`src/rtl/alias_reg_pkg.sv`:
```
package alias_reg_pkg;

    // Which alias (if any) an access lands on
    typedef enum logic [1:0] {
        ACC_NONE   = 2'd0,
        ACC_DIRECT = 2'd1,
        ACC_CLEAR  = 2'd2,
        ACC_SET    = 2'd3
    } acc_kind_e;

    // Decoded access, one per cycle
    typedef struct packed {
        acc_kind_e kind;
        logic      wr_go;   // write to one of the aliases
        logic      rd_go;   // read of the direct alias
        logic      bad;     // access to an unimplemented location
    } acc_dec_t;

endpackage

```
`src/rtl/alias_decode.sv`:
```
module alias_decode
    import alias_reg_pkg::*;
#(
    parameter int              ADDR_W   = 16,
    parameter logic [ADDR_W-1:0] BASE_OFF = 16'h4020
) (
    input  logic [ADDR_W-1:0] addr,
    input  logic              rd_en,
    input  logic              wr_en,
    output acc_dec_t          dec
);
    localparam logic [ADDR_W-1:0] OFF_CLR = BASE_OFF + ADDR_W'(1);
    localparam logic [ADDR_W-1:0] OFF_SET = BASE_OFF + ADDR_W'(2);

    acc_kind_e kind;

    always_comb begin
        if (addr == BASE_OFF)     kind = ACC_DIRECT;
        else if (addr == OFF_CLR) kind = ACC_CLEAR;
        else if (addr == OFF_SET) kind = ACC_SET;
        else                      kind = ACC_NONE;
    end

    always_comb begin
        dec.kind  = kind;
        dec.wr_go = wr_en && (kind != ACC_NONE);
        dec.rd_go = rd_en && (kind == ACC_DIRECT);
        dec.bad   = (wr_en && (kind == ACC_NONE)) ||
                    (rd_en && (kind != ACC_DIRECT));
    end
endmodule

```
`src/rtl/alias_merge.sv`:
```
module alias_merge
    import alias_reg_pkg::*;
#(
    parameter int DATA_W = 64,
    parameter int KEEP_W = 16
) (
    input  acc_kind_e         kind,
    input  logic [DATA_W-1:0] cur,
    input  logic [DATA_W-1:0] wdata,
    output logic [DATA_W-1:0] nxt
);
    localparam int DROP_W = DATA_W - KEEP_W;
    localparam logic [DATA_W-1:0] KEEP_MASK = {{KEEP_W{1'b1}}, {DROP_W{1'b0}}};

    logic [DATA_W-1:0] raw;

    always_comb begin
        unique case (kind)
            ACC_DIRECT: raw = wdata;
            ACC_CLEAR:  raw = cur & wdata;
            ACC_SET:    raw = cur | wdata;
            default:    raw = cur;
        endcase
        nxt = raw & KEEP_MASK;
    end
endmodule

```
`src/rtl/alias_store.sv`:
```
module alias_store #(
    parameter int DATA_W = 64,
    parameter int KEEP_W = 16
) (
    input  logic              clk,
    input  logic              rst,
    input  logic              apply,
    input  logic [DATA_W-1:0] nxt,
    output logic [DATA_W-1:0] q,
    output logic              irq
);
    localparam int DROP_W = DATA_W - KEEP_W;

    always_ff @(posedge clk) begin
        if (rst) begin
            q   <= '0;
            irq <= 1'b0;
        end else if (apply) begin
            q   <= nxt;
            irq <= nxt[DATA_W-1];
        end
    end

    // the dropped field never holds state
    assert_low_bits_zero_R4: assert property (@(posedge clk) disable iff (rst)
        q[DROP_W-1:0] == '0);

    // interrupt line mirrors the top stored bit
    assert_irq_mirrors_top_R5: assert property (@(posedge clk) disable iff (rst)
        irq == q[DATA_W-1]);
endmodule

```
`src/rtl/alias_status_reg.sv`:
```
module alias_status_reg
    import alias_reg_pkg::*;
#(
    parameter int                DATA_W   = 64,
    parameter int                KEEP_W   = 16,
    parameter int                ADDR_W   = 16,
    parameter logic [ADDR_W-1:0] BASE_OFF = 16'h4020
) (
    input  logic              clk,
    input  logic              rst,
    input  logic              rd_en,
    input  logic              wr_en,
    input  logic [ADDR_W-1:0] addr,
    input  logic [DATA_W-1:0] wr_data,
    output logic [DATA_W-1:0] rd_data,
    output logic              err,
    output logic              irq
);
    localparam int DROP_W = DATA_W - KEEP_W;
    localparam logic [DATA_W-1:0] KEEP_MASK = {{KEEP_W{1'b1}}, {DROP_W{1'b0}}};
    localparam logic [ADDR_W-1:0] OFF_CLR = BASE_OFF + ADDR_W'(1);
    localparam logic [ADDR_W-1:0] OFF_SET = BASE_OFF + ADDR_W'(2);

    acc_dec_t          dec;
    logic [DATA_W-1:0] stored;
    logic [DATA_W-1:0] nxt;

    alias_decode #(.ADDR_W(ADDR_W), .BASE_OFF(BASE_OFF)) u_decode (
        .addr  (addr),
        .rd_en (rd_en),
        .wr_en (wr_en),
        .dec   (dec)
    );

    alias_merge #(.DATA_W(DATA_W), .KEEP_W(KEEP_W)) u_merge (
        .kind  (dec.kind),
        .cur   (stored),
        .wdata (wr_data),
        .nxt   (nxt)
    );

    alias_store #(.DATA_W(DATA_W), .KEEP_W(KEEP_W)) u_store (
        .clk   (clk),
        .rst   (rst),
        .apply (dec.wr_go),
        .nxt   (nxt),
        .q     (stored),
        .irq   (irq)
    );

    // Read path and error pulse
    always_ff @(posedge clk) begin
        if (rst) begin
            rd_data <= '0;
            err     <= 1'b0;
        end else begin
            err <= dec.bad;
            if (rd_en) rd_data <= dec.rd_go ? stored : '0;
        end
    end

    // direct alias replaces the word
    assert_direct_write_R1: assert property (@(posedge clk) disable iff (rst)
        (wr_en && addr == BASE_OFF) |=> stored == ($past(wr_data) & KEEP_MASK));

    // clear alias ANDs into the word
    assert_clear_write_R2: assert property (@(posedge clk) disable iff (rst)
        (wr_en && addr == OFF_CLR) |=>
            stored == (($past(stored) & $past(wr_data)) & KEEP_MASK));

    // set alias ORs into the word
    assert_set_write_R3: assert property (@(posedge clk) disable iff (rst)
        (wr_en && addr == OFF_SET) |=>
            stored == (($past(stored) | $past(wr_data)) & KEEP_MASK));

    // unimplemented write leaves state alone and flags an error
    assert_bad_write_R6: assert property (@(posedge clk) disable iff (rst)
        (wr_en && addr != BASE_OFF && addr != OFF_CLR && addr != OFF_SET) |=>
            ($stable(stored) && $stable(irq) && err));

    // read away from the direct alias returns zero with an error
    assert_bad_read_R7: assert property (@(posedge clk) disable iff (rst)
        (rd_en && addr != BASE_OFF) |=> (rd_data == '0 && err));

    // combined read/write returns the earlier value
    assert_read_before_write_R9: assert property (@(posedge clk) disable iff (rst)
        (rd_en && wr_en && addr == BASE_OFF) |=> rd_data == $past(stored));
endmodule

```
`config.mk`:
```
export PLATFORM = sky130hd
export DESIGN_NAME = alias_status_reg
export DESIGN_NICKNAME = d
export VERILOG_FILES = /design/src/rtl/alias_reg_pkg.sv /design/src/rtl/alias_decode.sv /design/src/rtl/alias_merge.sv /design/src/rtl/alias_store.sv /design/src/rtl/alias_status_reg.sv
export SDC_FILE = /design/constraint.sdc
export NUM_CORES = 1
export LEC_CHECK = 0
export BUFFER_PORTS_ARGS = -buffer_cell sky130_fd_sc_hd__buf_2
export CAP_MARGIN = 20
export CORE_MARGIN = 2
export CORE_UTILIZATION = 50
export CTS_CLUSTER_DIAMETER = 30
export DETAILED_ROUTE_END_ITERATION = 8
export MAX_ROUTING_LAYER = met4
export PLACE_DENSITY_LB_ADDON = 0.15
export REMOVE_ABC_BUFFERS = 1
export SLEW_MARGIN = 20
export SYNTH_ARGS = -nofsm -noshare
export SYNTH_HDL_FRONTEND = slang
export SYNTH_HIERARCHICAL = 1
export SYNTH_SLANG_ARGS = --single-unit
export TNS_END_PERCENT = 30
```
`constraint.sdc`:
```
create_clock -name clk -period 1.7 [get_ports clk]
set_input_delay 0.255 -clock clk [delete_from_list [all_inputs] [get_ports clk]]
set_output_delay 0.255 -clock clk [all_outputs]
set_load 0.02 [all_outputs]
```
-- Word level (Yosys, flattened, before mapping)
Index checks and enable logic that the tools add are counted.
- flip-flop bits (word level): 81
- input port bits: 84
- equality and inequality tests: 7
- muxes and demuxes: 5
- bitwise logic cells: 2
- reductions and logical operators: 9
- operator list (kind ; count):
    case mux 64 bit (3 select lines) ; 1
    bitwise AND 64 bit ; 1
    2-to-1 mux 64 bit ; 1
    OR 64 bit ; 1
    == test 16 x 15 -> 1 bit (second input constant) ; 3
    2-to-1 mux 2 bit ; 3
    == test 2 bit (second input constant) ; 2
    logical AND 1 bit ; 4
    nonzero test 3 bit ; 1
    == test 2 x 1 -> 1 bit (second input constant) ; 1
    logical NOT 2 bit ; 1
    != test 2 x 1 -> 1 bit (second input constant) ; 1
    AND reduction 2 bit ; 1
    nonzero test 2 bit ; 1
    logical OR 1 bit ; 1

-- Logic depth before layout (Yosys ltp)
Gate-level depths: netlist of run 1.
- word-level depth: 7
- depth in mapped cells: 8
- mapped depth without buffers: 7

-- Modules after synthesis
Netlist of run 1, hierarchy kept.
- modules (own cells, without submodules) (module ; cells an instance ; area an instance (um^2) ; instances):
    alias_status_reg ; 286 ; 2698.8 ; 1
    alias_store ; 207 ; 2298.5 ; 1
    alias_merge ; 103 ; 788.3 ; 1
    alias_decode ; 14 ; 125.1 ; 1

-- Worst setup path after synthesis of run 1
OpenSTA, ideal clock, no wires.
- kind: input -> register
- start: in addr[6]
- end: reg u_store.q[49]
- setup slack: -60 ps
- buffers on the path: 1
- library setup time: 128 ps
- stages on the path: 8
- data arrival time: 1633 ps
- path through: nor4_2 nand4_2 nor2_1 buf_6 o21bai_1 a22o_1 mux2i_1 nor2_1
- RTL lines (what ; RTL line ; RTL):
    start: declaration ; alias_status_reg.sv:13 ; input logic [ADDR_W-1:0] addr,
    end signal: assignment ; alias_store.sv:19 ; q <= nxt;
    end: declaration ; alias_store.sv:9 ; output logic [DATA_W-1:0] q,

==> summary.txt, run 1 <==
Run status: finished, final reports clean
Number of different library cells in the post-synthesis netlist: 30
Path type of the worst setup path: input pin to flip-flop
Maximum clock skew at final layout: 0.0118 ns
Global placer's final weighted congestion: 0.740
Fraction of layout cells with a size suffix above 1: 0.285
Overall routing resource usage: 0.193
Worst setup slack after placement: -0.324 ns
Skew-Pair Late Insertion Delay: 0.41 ns
Count of yosys warnings during synthesis: 6
Number of buffers between clock root and the deepest sink: 2
Setup ws final: 0.0828 ns
Initial core utilization: 0.515
Share of synthesized area spent on multiplexers: 0.108
CTS tree: yes
Static leakage: 2.78 nW
Arrival time worst endpoint: 1.95 ns
Maximum number of pins on one net before global-route repair: 126
Area added between synthesis and finish: 18.2%
Count of final setup violators: 0
Final-report max-slew violation count: 0
Average size of a mapped cell: 9.69 um2
Wire length of the first global-routing pass: 19.4 mm
Port buffer count: 101
Post-synthesis xor/xnor area fraction: 0.00148
Unrepaired setup endpoints after global routing: yes
Number of nets at the end of the flow: 787
Hold Path Class: input pin to flip-flop
Core box area: 11500 um2
Number of antenna violations at the first check in global routing: 0
Number of global-route vias before repair: 4235
Dominant combinational cell family by area after synthesis: simple AND/OR/NAND/NOR gates
Top cells by area in the synthesized netlist: dfxtp_1, mux2i_1, nand2b_1
Master cell of the clock root buffer: clkbuf_16
Mapped Area: 5910 um2
DRT antenna net count: 0
Total power draw: 0.00691 W
Data required time at the worst endpoint: 2.03 ns
Count of placed standard cells in the final layout, fillers left out: 857
Flip-flop and latch count after synthesis: 129
H-tree depth: 4
Share of synthesized cell area in and, or, nand and nor gates: 0.197
Fillers: 973
Period utilisation layout: 0.951
Die Footprint: 12700 um2
Clk slew on worst S/H paths: 0.05 ns
Die Ht: 113 um
Average wire length per cell after detail routing: 13.4 um
Footprint of the flip-flops and latches: 2580 um2
Clock period minus worst slack: 1.62 ns
Synth area leader: dfxtp_1
Hpwl dp: 7.09 mm
Std cell rows: 39
Worst vdd ir: 0.790 mV
Via-to-Cell Ratio: 4.98
Final-report hold violation count: 0
Count of max-cap constraint violations: 0
Horiz. Die Dim: 113 um
DRC marker count from the first detailed-route iteration: 233
Critical Path End Type: flip-flop
Fraction of synthesized cell area taken by the top area cell type: 0.437
Total DRC errors in the routed layout: 0
TritonCTS Buffers: 17
Complex-gate fraction of the synthesized area: 0.133
Top Ports: 150
Grt ovf: 0
Synthesized instance count: 610
Detailed-route via count: 4267
Placed Cells: 826
Sequential area share after synthesis: 0.437
Kind of launch point of the worst setup path: input pin
Adder-Cell Fraction of Synth Area: 0.00169
Power density over the cells: 989 nW/um2
Detailed-router iteration count before antenna repair: 4
Final Core Density: 0.609
Area occupied by multi-input gates: 2830 um2
CP max FO: 6
Total wirelength of the detailed-routed design: 11.5 mm
Maximum achievable frequency: 618 MHz
Number of clock sinks: 129
==> worst paths after layout <==
kind / startpoint / end / slack (ns) / cells after the start
max reg2reg: u_store/q[48] / u_store/q[48] / 0.68 / 4
min: rd_en / rd_data[51] / 0.16 / 3
min reg2reg: rd_data[38] / rd_data[38] / 0.46 / 2
max: addr[9] / rd_data[16] / 0.08 / 8
==> critical path: stages <==
cell,delay (ns)
buf_2,0.11
nor4_4,0.27
nand4_2,0.24
nor4b_4,0.41
buf_6,0.19
buf_4,0.16
nand3_1,0.12
a21oi_2,0.18
==> layout make-up <==
cell class	count	share of cell area
multi-input combinational	431	0.404
antenna	1	0.000358
tap	143	0.0256
clock buffer	25	0.0752
timing repair buffer	124	0.114
sequential	129	0.370
clock inverter	4	0.0104
==> cells in the final DEF (no fill, tap or decap), types with 7 or more instances in the layout <==
cell type  instances
conb_1            48
mux2i_1           64
buf_12             9
clkbuf_16         17
buf_2             99
a21oi_2           22
clkbuf_8           7
a21oi_1           42
nand2b_1          64
nand3_1           44
nand3_2           20
buf_4             15
dfxtp_1          129
a22o_1            16
a21o_1            16
o21bai_1          16
nor2_1            65
==> layer usage <==
metal,part of all wire,routed length [um],global-route usage,up-vias
li1,-,-,-,2163
met1,0.46,5260,0.233,2022
met2,0.49,5650,0.309,74
met3,0.043,492,0.0514,8
met4,0.0079,91,0.0780,0
met5,0,0,-,-
==> what timing repair did <==
item | 4_1_cts | 5_1_grt
hold buffers | 0 | 0
endpoints found under the setup margin | 0 | 5
resized for setup | 0 | 4
setup buffers | 0 | 1
endpoints found under the hold margin | 0 | 0
==> stage by stage <==
step / setup TNS, ns / hold slack (ns) / area, um2
after floorplan: -401.06 / 0.317 / 5370
after global placement: -31.82 / 0.452 / 6360
after detailed placement: -33.90 / 0.454 / 6360
after CTS: 0 / 0.145 / 6960
after global routing: -0.117 / 0.158 / 6990
final: 0 / 0.162 / 6990
==> report_power, final <==
part / switching, W / total (W) / internal (W)
sequential: 0.000000322 / 0.00303 / 0.00303
clock: 0.00123 / 0.00363 / 0.00241
combinational: 0.000151 / 0.000252 / 0.000101
==> sequential cells by signal, indices dropped and copies added, names as in the netlist <==
register and cells:
rd_data 64, u_store/q 64, err 1
==> synthesized netlist by cell type <==
library cell / instances
mux2i_1: 64
dfxtp_1: 129
nand3_1: 44
o22a_2: 1
buf_8: 7
nor4_2: 1
a21oi_1: 44
a21oi_2: 20
o21bai_1: 16
and4bb_2: 1
nand4_2: 1
a21o_1: 16
buf_6: 3
clkbuf_1: 11
buf_2: 14
nand3_2: 20
a22o_1: 16
nor2_1: 68
nand2_1: 2
maj3_1: 1
nor2b_1: 1
conb_1: 1
buf_1: 6
nand2b_1: 64
nor4_4: 1
buf_4: 53
xnor2_1: 1
clkbuf_2: 1
buf_12: 2
nor4b_2: 1
==> kinds of logic (layout without fill, tap and decap cells) <==
family,count (synthesis),in the layout
XOR/XNOR,1,1
multiplexers,64,64
adder cells (fa/ha/maj),1,1
flip-flops,129,129
AO/OA/AOI/OAI,113,113
buffers and inverters,97,153
other,1,49
AND/OR/NAND/NOR,204,204
Note: power is estimated with default switching activity, not from simulation.
==> run 2: changes to the inputs <==
- RECOVER_POWER: default -> 50
==> run 2 against run 1 <==
Against the previous run:
- die area unchanged
- count of clock-buffer cells in the layout did not move
- total power is essentially flat
- setup slack gained 0.0052 ns
- hold slack worse by 0.0046 ns
- sequential share of layout area hardly changed
- global-route usage did not move
- clock skew is 0.0070 ns lower
- via count rose by 0.28%
- core utilization about the same
- largest power group unchanged
==> summary.txt, run 2 (synthesis results as in run 1) <==
Run status: finished, final reports clean
Crit-path leading delay family: simple AND/OR/NAND/NOR gates
Number of buffers between clock root and the deepest sink: 2
Detailed-route via count: 4279
Met3 layer wire length in the routed design: 488 um
ANT cells: 0
Overall routing resource usage: 0.193
Area added between synthesis and finish: 18.2%
Number of global-route vias before repair: 4235
Master cell of the clock root buffer: clkbuf_16
Number of cells on the worst reg-to-reg path: 4
Skew-Pair Late Insertion Delay: 0.41 ns
DRC marker count from the first detailed-route iteration: 234
Largest stage delay, worst path: 0.41 ns
Timing startpoint of the critical path: addr[9]
Crit path to: rd_data[16]
Worst setup slack after placement: -0.324 ns
Data required time at the worst endpoint: 2.04 ns
Setup ws final: 0.0880 ns
Highest routing layer actually used: met4
Initial core utilization: 0.515
Arrival time worst endpoint: 1.95 ns
Stages on worst setup path: 8
Max-slew headroom: 0.655
Detailed-routing wirelength on met1: 5.26 mm
Worst hold path startpoint: rd_en
DRT antenna net count: 0
TritonCTS Buffers: 17
Number of nets at the end of the flow: 787
Regs by FF count: rd_data (64), u_store/q (64), err (1)
Reg-to-reg critical path startpoint: u_store/q[54]
H-tree depth: 4
Setup TNS: 0 ns
Most common library cell in the layout ignoring fill and taps: dfxtp_1
CP max FO: 6
Total DRC errors in the routed layout: 0
Total wirelength of the detailed-routed design: 11.5 mm
Static leakage: 2.78 nW
Buf+Inv Stages, Crit Path: 3
Global placer's final weighted congestion: 0.740
Path type of the worst setup path: input pin to flip-flop
Die Ht: 113 um
Grt ovf: 0
Average wire length per cell after detail routing: 13.4 um
Count of final setup violators: 0
Wire length of the first global-routing pass: 19.4 mm
List of cells traversed by the critical path: buf_2 > nor4_4 > nand4_2 > nor4b_4 > buf_6 > buf_4 > nand3_1 > a21oi_2
Critical Path End Type: flip-flop
Via-to-Cell Ratio: 5.00
Kind of launch point of the worst setup path: input pin
Total length of routed met2 wires: 5.52 mm
Core box area: 11500 um2
Power density over the cells: 990 nW/um2
CTS tree: yes
FF-to-FF setup slack: 0.68 ns
Maximum achievable frequency: 620 MHz
Top Ports: 150
Horiz. Die Dim: 113 um
Clock period minus worst slack: 1.61 ns
Number of clock sinks: 129
Maximum clock skew at final layout: 0.00476 ns
Hold Path Class: input pin to flip-flop
Slowest-stage cell, CP: nor4b_4
Period utilisation layout: 0.948
Die Footprint: 12700 um2
Final-report hold violation count: 0
Unrepaired setup endpoints after global routing: yes
Std cell rows: 39
Count of max-cap constraint violations: 0
Clk slew on worst S/H paths: 0.05 ns
Maximum number of pins on one net before global-route repair: 126
Fraction of layout cells with a size suffix above 1: 0.283
Final-report max-slew violation count: 0
Highest-count cells in the layout ignoring fill and taps: dfxtp_1, buf_2, nor2_1, nand2b_1, mux2i_1
Port buffer count: 101
Hold bufs inserted after CTS: 0
Hpwl dp: 7.09 mm
Detailed-router iteration count before antenna repair: 4
Worst vdd ir: 0.790 mV
Number of antenna violations at the first check in global routing: 0
Reg-to-reg critical path endpoint: u_store/q[54]
Actual slew at the worst max-slew pin: 0.517 ns
run 2: cell type report:
class                           instances  area, um2
Fill cell                             975       4480
Multi-Input combinational cell        431       2830
Sequential cell                       129       2580
Timing Repair Buffer                  124        798
Clock buffer                           25        526
Tap cell                              143        179
Clock inverter                          4       72.6
run 2: worst min-delay path by stage:
| stage | endpoint | depth (start not counted) |
|---|---|---|
| floorplan | rd_data[42] | 1 |
| global placement | rd_data[24] | 2 |
| detailed placement | rd_data[38] | 2 |
| CTS | rd_data[51] | 3 |
| global route | rd_data[51] | 3 |
| finish | rd_data[51] | 3 |
run 2: through the flow:
stage          cell area, um2  instances   util  hold slack (ns)  total power (W)
6_report                 6980        856  0.609            0.158          0.00692
5_1_grt                  6980        856  0.609            0.158          0.00714
4_1_cts                  6960        855  0.607            0.145          0.00699
3_3_place_gp             6360        826  0.555            0.452          0.00333
2_1_floorplan            5370        560      -            0.317          0.00317
3_5_place_dp             6360        826  0.555            0.454          0.00334
run 2: power by group:
group	switching (W)	internal, W	total (W)
sequential	0.000000349	0.00303	0.00303
clock	0.00123	0.00240	0.00364
combinational	0.000151	0.000101	0.000251
run 2: worst register-to-register path: stages, from the launching register on:
cell	delay, ns
dfxtp_1	0.34
a21o_1	0.18
a22o_1	0.17
mux2i_1	0.14
nor2_1	0.06
run 2: timing repair:
item,4_1_cts,5_1_grt
setup endpoints to repair,0,5
resized for setup,0,4
buffers inserted,0,1
run 2: per-layer routing:
layer / vias up / GRT usage
li1: 2160 / -
met1: 2017 / 0.233
met2: 85 / 0.309
met3: 17 / 0.0514
met4: 0 / 0.0780
met5: - / -
==> run 3: changes to the inputs <==
- ABC_AREA: default -> 1
- CORE_UTILIZATION: 50 -> 52
==> run 3 against run 2 <==
Against the previous run:
- final area rose by 6.1%
- clock skew is essentially flat
- setup slack better by 0.20 ns
- synthesized area is 16% higher
==> summary.txt, run 3 <==
Maximum clock skew at final layout: 0.00444 ns
Core box area: 12700 um2
Total DRC errors in the routed layout: 0
Final-report max-slew violation count: 0
EDFF count, synth: 0
Run status: finished, final reports clean
Clock period minus worst slack: 1.42 ns
Clk slew on worst S/H paths: 0.06 ns
Highest-count cells in the layout ignoring fill and taps: nand2_1, nor2_1, dfxtp_1, inv_1, clkbuf_1
Number of different library cells in the post-synthesis netlist: 21
Regs by FF count: rd_data (64), u_store/q (64), err (1)
Total wirelength of the detailed-routed design: 12.8 mm
Overall routing resource usage: 0.193
Power density over the cells: 954 nW/um2
CP max FO: 16
TritonCTS Buffers: 17
Via-to-Cell Ratio: 4.44
Number of antenna violations at the first check in global routing: 0
DRT antenna net count: 0
Area added between synthesis and finish: 8.36%
Synth area leader: dfxtp_1
Data required time at the worst endpoint: 2.01 ns
CTS tree: yes
Final-report hold violation count: 0
Hold bufs inserted after CTS: 0
Number of clock sinks: 129
Most common library cell in the layout ignoring fill and taps: nand2_1
H-tree depth: 4
Synthesized instance count: 897
Slowest-stage cell, CP: nor2_1
Path type of the worst setup path: input pin to flip-flop
Cell occurring most often along the worst timing path: nand2_1
Post-cts gate resize count: 0
Commonest register cell after synthesis: dfxtp_1
Detailed-router iteration count before antenna repair: 4
Final worst hold slack: 0.159 ns
Die Ht: 119 um
Average wire length per cell after detail routing: 11.0 um
Average size of a mapped cell: 7.63 um2
Footprint of the flip-flops and latches: 2580 um2
Number of buffers between clock root and the deepest sink: 2
DRC marker count from the first detailed-route iteration: 281
Horiz. Die Dim: 119 um
Top cells by area in the synthesized netlist: dfxtp_1, nand2_1, nand3_2
Global placer's final weighted congestion: 0.725
Area occupied by multi-input gates: 3000 um2
Setup Buffers After CTS: 0
Hold Path Class: input pin to flip-flop
Maximum number of pins on one net before global-route repair: 65
Period utilisation layout: 0.833
List of cells traversed by the critical path: buf_2 > inv_1 > nand2_1 > nor2_1 > inv_2 > nor2_4 > nand2_2 > nand2_1 > inv_2 > nand3_1 > nand2_1 > inv_1 > nand2_1 > nand2_1 > nor2_1
Count of final setup violators: 0
Count of max-cap constraint violations: 0
Flip-flop and latch count after synthesis: 129
Static leakage: 2.77 nW
Largest stage delay, worst path: 0.25 ns
Fraction of layout cells with a size suffix above 1: 0.197
Top cells by instance count after synthesis: nand2_1, nor2_1, dfxtp_1
Buf+Inv Stages, Crit Path: 5
Async SR Flop Fraction: 0
Maximum achievable frequency: 706 MHz
Arrival time worst endpoint: 1.72 ns
Hpwl dp: 7.76 mm
Crit-path leading delay family: simple AND/OR/NAND/NOR gates
Initial core utilization: 0.538
Grt ovf: 0
Mapped Area: 6840 um2
Fillers: 1298
Sequential area share after synthesis: 0.377
Kind of launch point of the worst setup path: input pin
ANT cells: 0
Skew-Pair Late Insertion Delay: 0.41 ns
Worst vdd ir: 0.714 mV
Fraction of synthesized cell area taken by the top area cell type: 0.377
Number of global-route vias before repair: 4598
Wire length of the first global-routing pass: 21.5 mm
Port buffer count: 101
Count of yosys warnings during synthesis: 6
Critical Path End Type: flip-flop
Std cell rows: 41
Master cell of the clock root buffer: clkbuf_16
Top Ports: 150
Most frequent cell after synthesis: nand2_1
Detailed-route via count: 5169
Unrepaired setup endpoints after global routing: no
Number of nets at the end of the flow: 1063
Die Footprint: 14100 um2
Final Core Density: 0.583
[run 3: cell types whose count changed in the layout (fill, tap and decap cells not counted), sizes merged, moves of 3 or more]
cell,before,now
a21o,16,0
a22o,16,0
buf,123,51
clkbuf,26,91
clkinv,1,4
inv,0,94
mux2i,64,0
nand2,2,282
nand2b,64,0
nand3,64,82
nor2,68,140
o21bai,16,0
[run 3: final timing paths]
check	cells after the start	startpoint	slack, ns	endpoint
worst max-delay path	15	addr[4]	0.28	u_store/q[49]
worst min register to register	2	rd_data[48]	0.47	rd_data[48]
worst min-delay path	2	rst	0.16	rd_data[8]
worst max register to register	8	u_store/q[49]	0.78	u_store/q[49]
[run 3: stage by stage]
stage | cell area (um2) | total power (W) | std cells | setup slack, ns | TNS [ns]
finish | 7410 | 0.00707 | 1164 | 0.284 | 0
global route | 7410 | 0.00732 | 1164 | 0.114 | 0
CTS | 7590 | 0.00716 | 1164 | 0.382 | 0
detailed placement | 6970 | 0.00341 | 1132 | -0.0375 | -0.681
global placement | 6970 | 0.00341 | 1132 | -0.0142 | -0.129
floorplan | 6020 | 0.00323 | 842 | -2.98 | -319.29
[run 3: cell type report]
class                           count  area share
Clock buffer                       24      0.0704
Clock inverter                      8      0.0133
Inverter                           94      0.0476
Multi-Input combinational cell    619       0.405
Sequential cell                   129       0.348
Tap cell                          172      0.0290
Timing Repair Buffer              118      0.0862
[run 3: power by group]
group	switching, W	total, W	leakage, nW	internal [W]
logic	0.000215	0.000313	1.42	0.0000973
clock network	0.00131	0.00373	0.304	0.00243
registers	0.000000433	0.00303	1.04	0.00303
[run 3: per-layer routing]
layer  vias up  wire length (um)  global-route usage  share of wire
li1       2788                 -                   -              -
met1      2261              6510               0.252           0.51
met2       101              5520               0.295           0.43
met3        19               553              0.0492          0.043
met4         0               169              0.0603          0.013
met5         -                 0                   -              0
[run 3: cell families (layout without fill, tap and decap cells)]
| kind of cell | after synthesis | after routing | synth area share |
|---|---|---|---|
| AO/OA/AOI/OAI | 66 | 66 | 0.0821 |
| other | 1 | 48 | 0.000548 |
| flip-flops | 129 | 129 | 0.377 |
| AND/OR/NAND/NOR | 505 | 505 | 0.342 |
| buffers and inverters | 196 | 244 | 0.198 |
